File: config.mk
export PLATFORM = sky130hd
export DESIGN_NAME = vsp_unit
export DESIGN_NICKNAME = d
export VERILOG_FILES = /design/src/rtl/vsp_pkg.sv /design/src/rtl/vsp_shuffle.sv /design/src/rtl/vsp_operand_b.sv /design/src/rtl/vsp_pick.sv /design/src/rtl/vsp_unit.sv
export SDC_FILE = /design/constraint.sdc
export NUM_CORES = 1
export LEC_CHECK = 0
export BUFFER_PORTS_ARGS = -buffer_cell sky130_fd_sc_hd__buf_2
export CORE_ASPECT_RATIO = 1.25
export CORE_MARGIN = 3
export CORE_UTILIZATION = 30
export DETAILED_ROUTE_END_ITERATION = 8
export GPL_ROUTABILITY_DRIVEN = 0
export PLACE_DENSITY_LB_ADDON = 0.2
export SLEW_MARGIN = 20
export SYNTH_ARGS = -nofsm -noshare
export SYNTH_HDL_FRONTEND = slang
export SYNTH_SLANG_ARGS = --single-unit
export TNS_END_PERCENT = 30
File: constraint.sdc
create_clock -name clk -period 2.7 [get_ports clk]
set_input_delay 0.405 -clock clk [delete_from_list [all_inputs] [get_ports clk]]
set_output_delay 0.405 -clock clk [all_outputs]
set_load 0.01 [all_outputs]
File: src/rtl/vsp_pkg.sv
package vsp_pkg;

    // Constant codes; the numeric value is the const_sel encoding.
    typedef enum logic [1:0] {
        CK_ZERO     = 2'd0,
        CK_ONE      = 2'd1,
        CK_ALL_ONES = 2'd2,
        CK_NONE     = 2'd3
    } const_kind_e;

    // Second operand source control.
    typedef struct packed {
        logic        use_const;
        const_kind_e kind;
    } opb_ctrl_t;

    function automatic logic kind_is_none(const_kind_e k);
        return (k == CK_NONE);
    endfunction

    function automatic int unsigned index_width(int unsigned lanes);
        return (lanes > 1) ? $clog2(lanes) : 1;
    endfunction

endpackage

File: src/rtl/vsp_shuffle.sv
module vsp_shuffle #(
    parameter int unsigned NLANES = 4,
    parameter int unsigned EW     = 8,
    localparam int unsigned IW    = vsp_pkg::index_width(NLANES)
) (
    input  logic [NLANES*EW-1:0] in_data,
    input  logic [NLANES-1:0]    in_none,
    input  logic [NLANES*IW-1:0] idx,
    output logic [NLANES*EW-1:0] out_data,
    output logic [NLANES-1:0]    out_none
);

    // One index-driven selector per output lane; only copies are possible.
    for (genvar g = 0; g < NLANES; g++) begin : g_lane
        logic [IW-1:0] src;
        assign src = idx[g*IW +: IW];
        assign out_data[g*EW +: EW] = in_data[src*EW +: EW];
        assign out_none[g]          = in_none[src];
    end

endmodule

File: src/rtl/vsp_operand_b.sv
module vsp_operand_b #(
    parameter int unsigned NLANES = 4,
    parameter int unsigned EW     = 8
) (
    input  vsp_pkg::opb_ctrl_t   ctrl,
    input  logic [NLANES*EW-1:0] b_data,
    input  logic [NLANES-1:0]    b_none,
    output logic [NLANES*EW-1:0] op_data,
    output logic [NLANES-1:0]    op_none
);
    import vsp_pkg::*;

    logic [EW-1:0] k_scalar;
    logic          k_none;

    always_comb begin
        unique case (ctrl.kind)
            CK_ZERO:     k_scalar = '0;
            CK_ONE:      k_scalar = EW'(1);
            CK_ALL_ONES: k_scalar = '1;
            default:     k_scalar = '0;
        endcase
        k_none = kind_is_none(ctrl.kind);
    end

    // Broadcast the scalar constant to every lane, or pass the operand.
    for (genvar g = 0; g < NLANES; g++) begin : g_lane
        assign op_data[g*EW +: EW] = ctrl.use_const ? k_scalar : b_data[g*EW +: EW];
        assign op_none[g]          = ctrl.use_const ? k_none   : b_none[g];
    end

endmodule

File: src/rtl/vsp_pick.sv
module vsp_pick #(
    parameter int unsigned NLANES = 4,
    parameter int unsigned EW     = 8
) (
    input  logic [NLANES-1:0]    mask,
    input  logic [NLANES*EW-1:0] x_data,
    input  logic [NLANES-1:0]    x_none,
    input  logic [NLANES*EW-1:0] y_data,
    input  logic [NLANES-1:0]    y_none,
    output logic [NLANES*EW-1:0] out_data,
    output logic [NLANES-1:0]    out_none
);

    for (genvar g = 0; g < NLANES; g++) begin : g_lane
        assign out_data[g*EW +: EW] = mask[g] ? x_data[g*EW +: EW] : y_data[g*EW +: EW];
        assign out_none[g]          = mask[g] ? x_none[g]          : y_none[g];
    end

endmodule

File: src/rtl/vsp_unit.sv
module vsp_unit #(
    parameter int unsigned NLANES = 4,
    parameter int unsigned EW     = 8,
    localparam int unsigned IW    = vsp_pkg::index_width(NLANES),
    localparam int unsigned VW    = NLANES * EW
) (
    input  logic              clk,
    input  logic              rst,
    input  logic              issue,
    input  logic [VW-1:0]     a_data,
    input  logic [NLANES-1:0] a_none,
    input  logic [NLANES*IW-1:0] idx,
    input  logic [NLANES-1:0] mask,
    input  logic [VW-1:0]     b_data,
    input  logic [NLANES-1:0] b_none,
    input  logic              use_const,
    input  logic [1:0]        const_sel,
    output logic [VW-1:0]     res_data,
    output logic [NLANES-1:0] res_none,
    output logic              res_valid
);
    import vsp_pkg::*;

    logic [VW-1:0]     shuf_data;
    logic [NLANES-1:0] shuf_none;
    logic [VW-1:0]     opb_data;
    logic [NLANES-1:0] opb_none;
    logic [VW-1:0]     pick_data;
    logic [NLANES-1:0] pick_none;
    opb_ctrl_t         opb_ctrl;

    assign opb_ctrl.use_const = use_const;
    assign opb_ctrl.kind      = const_kind_e'(const_sel);

    vsp_shuffle #(.NLANES(NLANES), .EW(EW)) u_shuffle (
        .in_data  (a_data),
        .in_none  (a_none),
        .idx      (idx),
        .out_data (shuf_data),
        .out_none (shuf_none)
    );

    vsp_operand_b #(.NLANES(NLANES), .EW(EW)) u_opb (
        .ctrl     (opb_ctrl),
        .b_data   (b_data),
        .b_none   (b_none),
        .op_data  (opb_data),
        .op_none  (opb_none)
    );

    vsp_pick #(.NLANES(NLANES), .EW(EW)) u_pick (
        .mask     (mask),
        .x_data   (shuf_data),
        .x_none   (shuf_none),
        .y_data   (opb_data),
        .y_none   (opb_none),
        .out_data (pick_data),
        .out_none (pick_none)
    );

    always_ff @(posedge clk) begin
        if (rst) begin
            res_data  <= '0;
            res_none  <= '1;
            res_valid <= 1'b0;
        end else begin
            res_valid <= issue;
            if (issue) begin
                res_data <= pick_data;
                res_none <= pick_none;
            end
        end
    end

    AST_VALID_AFTER_ISSUE: assert property (@(posedge clk) disable iff (rst)
        issue |=> res_valid);
    AST_HOLD_IDLE: assert property (@(posedge clk) disable iff (rst)
        !issue |=> ($stable(res_data) && $stable(res_none) && !res_valid));
    AST_RESET_ALL_NONE: assert property (@(posedge clk) disable iff (rst)
        $fell(rst) |-> ((&res_none) && (res_data == '0) && !res_valid));
    AST_NO_NONE_CREATED: assert property (@(posedge clk) disable iff (rst)
        (issue && (a_none == '0) && !use_const && (b_none == '0))
            |=> (res_none == '0));
    AST_CONST_NONE_FILL: assert property (@(posedge clk) disable iff (rst)
        (issue && (mask == '0) && use_const && (const_sel == 2'd3))
            |=> ((&res_none) && (res_data == '0)));
    AST_MASK_ALL_SOURCE: assert property (@(posedge clk) disable iff (rst)
        (issue && (&mask) && (a_none == '0)) |=> (res_none == '0));

endmodule

==> metrics.md <==
| Metric | Value |
|---|---|
| Status | `finished clean` |
| Post-Syn Area | `0.00285 mm²` |
| Sequential area share after synthesis | `0.260` |
| Pin count of the biggest net entering global routing | `37` |
| Unrepaired setup endpoints after global routing | `false` |
| Setup_tns | `0 ps` |
| Worst-skew pair later-pin latency | `280 ps` |
| Clk sinks | `37` |
| Initial antenna violation count | `0` |
| HPWL Detailed | `7.87 mm` |
| Die width | `93.2 µm` |
| Number of global-route vias before repair | `3003` |
| Crit Path Class | `in -> reg` |
| CP required | `2840 ps` |
| Hold Path Depth | `3` |
| Peak supply drop | `0.000252 V` |
| Cts repair resizes | `0` |
| Fin. max-slew vios | `0` |
| Final period utilization | `0.546` |
| Post-route cell area | `0.00359 mm²` |
| R2R depth | `2` |
| Synthesized area per cell | `9.26 µm²` |
| Yosys top cell area share | `0.260` |
| Clock root cell | `clkbuf_16` |
| Hold_buf cts | `0` |
| Pre-Repair DR Iteration Count | `4` |
| TritonCTS clock tree | `done` |
| Final Critical Period | `1470 ps` |
| Cell with the most instances after synthesis | `mux2_2` |
| Area leader, netlist | `dfxtp_1` |
| Rows | `39` |
| WL/cell | `19.6 µm` |
| Worst slew margin | `0.661` |
| Seq cells post-synth | `37` |
| Hold path startpoint | `issue` |
| Via count | `2903` |
| Clock buffer depth | `2` |
| GR Util All Layers | `0.195` |
| Min-Delay Endpoint | `res_none[0]$_SDFFE_PP1P_` |
| Total grt overflow | `0` |
| Fmax achieved | `678 MHz` |
| Worst R2R Start | `res_data[12]$_SDFFE_PP0P_` |
| Initial core utilization | `0.309` |
| Critical Path Fanout Max | `19` |
| Final hold vios | `0` |
| Area contributors post-synth | `dfxtp_1, mux2_2, o32ai_1` |
| IO Pins | `127` |
| Synthesis-to-finish area growth | `25.7%` |
| Fin nets | `510` |
| Post-synth ARST share | `0` |
| Yosys warns | `0` |
| Least-Margin Pin Slew | `508 ps` |
| Fill count | `962` |
| Die H | `115 µm` |
| Ys flop type | `dfxtp_1` |
| Clk pin slew, worst setup/hold paths | `60 ps` |
| Final core utilization | `0.389` |
| Distinct cell type count after synthesis | `23` |
| CTS Buf Count | `5` |
| Worst Hold Class | `in -> reg` |
| # port buffers | `126` |
| Cell Area, Placed | `0.00341 mm²` |
| Post-synth net total | `400` |
| Pwr/cell area | `495 mW/mm²` |
| Critical path startpoint category | `input pin` |
| Number of synthesized flops with an enable pin | `0` |
| Post-CTS setup buffers | `0` |
| Vias per cell | `5.36` |
| FF-to-FF setup slack | `2040 ps` |
| Static leakage | `1.51 nW` |
| DRT iter0 DRCs | `103` |
| WP data arrival | `1620 ps` |
| Layout cells sized above 1 | `0.449` |
| Post-synthesis cell count | `308` |
| Die area | `0.0107 mm²` |
| Routed Antenna Nets | `0` |
| Clock Skews | `0 ps` |
| Worst r2r dst | `res_data[12]$_SDFFE_PP0P_` |
| DRC viols | `0` |
| Synth cell count leaders | `mux2_2, o32ai_1, dfxtp_1` |
| CP Capture Type | `register` |
| H-tree depth | `2` |
| First-pass GRT wire length | `16.3 mm` |
| Core Region | `0.00922 mm²` |
| Routed wire length | `10.6 mm` |
| Final number of setup-violating endpoints | `0` |
| Max Cap Violations | `0` |
| Final antenna diode count | `0` |
-- worst max path at each step --
stage,endpoint,slack [ps],cells past startpoint,start
2_1_floorplan,res_data[0]$_SDFFE_PP0P_,1370,5,const_sel[0]
3_3_place_gp,res_data[27]$_SDFFE_PP0P_,950,4,idx[7]
3_5_place_dp,res_data[27]$_SDFFE_PP0P_,940,4,idx[7]
4_1_cts,res_data[27]$_SDFFE_PP0P_,1240,4,idx[7]
5_1_grt,res_data[6]$_SDFFE_PP0P_,1210,4,idx[1]
6_report,res_data[27]$_SDFFE_PP0P_,1230,4,idx[7]
-- state kept, by name, summed over array words and instances, names as in the netlist --
name       cells
res_valid      1
res_none       4
res_data      32
-- per-stage QoR --
stage          hold WS, ps  instances  power [W]  setup WS, ps
2_1_floorplan          502        308   0.000915          1370
3_3_place_gp           453        534    0.00109           954
3_5_place_dp           454        534    0.00109           940
4_1_cts                446        542    0.00179          1240
5_1_grt                478        542    0.00186          1210
6_report               448        542    0.00178          1230
-- layout by cell type (no fill, tap or decap), types with 5 or more instances in the layout --
| cell | Yosys | final |
|---|---|---|
| mux2_2 | 44 | 44 |
| o22ai_1 | 28 | 28 |
| mux2_1 | 21 | 21 |
| a21oi_1 | 32 | 32 |
| buf_2 | 6 | 126 |
| nand2_1 | 32 | 32 |
| nand2b_1 | 5 | 5 |
| o21ai_0 | 8 | 8 |
| clkbuf_16 | 0 | 5 |
| o32ai_1 | 40 | 40 |
| nor2b_1 | 13 | 13 |
| dfxtp_1 | 37 | 37 |
-- kinds of logic (layout without fill, tap and decap cells) --
logic type / count (synthesis) / in the layout / share of synthesized area
AO/OA/AOI/OAI: 116 / 116 / 0.275
adder cells (fa/ha/maj): 2 / 2 / 0.00877
buffers and inverters: 30 / 141 / 0.0912
flip-flops: 37 / 37 / 0.260
multiplexers: 68 / 68 / 0.272
AND/OR/NAND/NOR: 55 / 55 / 0.0925
-- layer usage --
metal	up-vias	wire length (µm)	global-route usage	part of all wire
met5	-	0	0	0
met4	0	244	0.0616	0.023
met3	12	886	0.0432	0.083
met2	115	5170	0.333	0.49
met1	1353	4320	0.244	0.41
li1	1423	-	-	-
-- where the power goes --
part | internal (W) | total, W | leakage, nW | switching, W
registers | 0.000590 | 0.000614 | 0.306 | 0.0000245
logic | 0.000216 | 0.000464 | 1.12 | 0.000249
clock network | 0.000462 | 0.000697 | 0.0841 | 0.000235
-- critical path: stages --
cell and delay (ps):
buf_2 370, mux2_2 390, o22ai_1 320, o32ai_1 140
-- area by class of cell --
type	count	area, µm²	area share
multi-input cells	241	1850	0.516
clock buffers	7	143	0.0398
repair buffers	129	653	0.182
flip-flops and latches	37	741	0.206
inverters	4	15.0	0.00419
well taps	123	154	0.0429
clock inverters	1	30.0	0.00837
(Power assumes the default switching activity.)
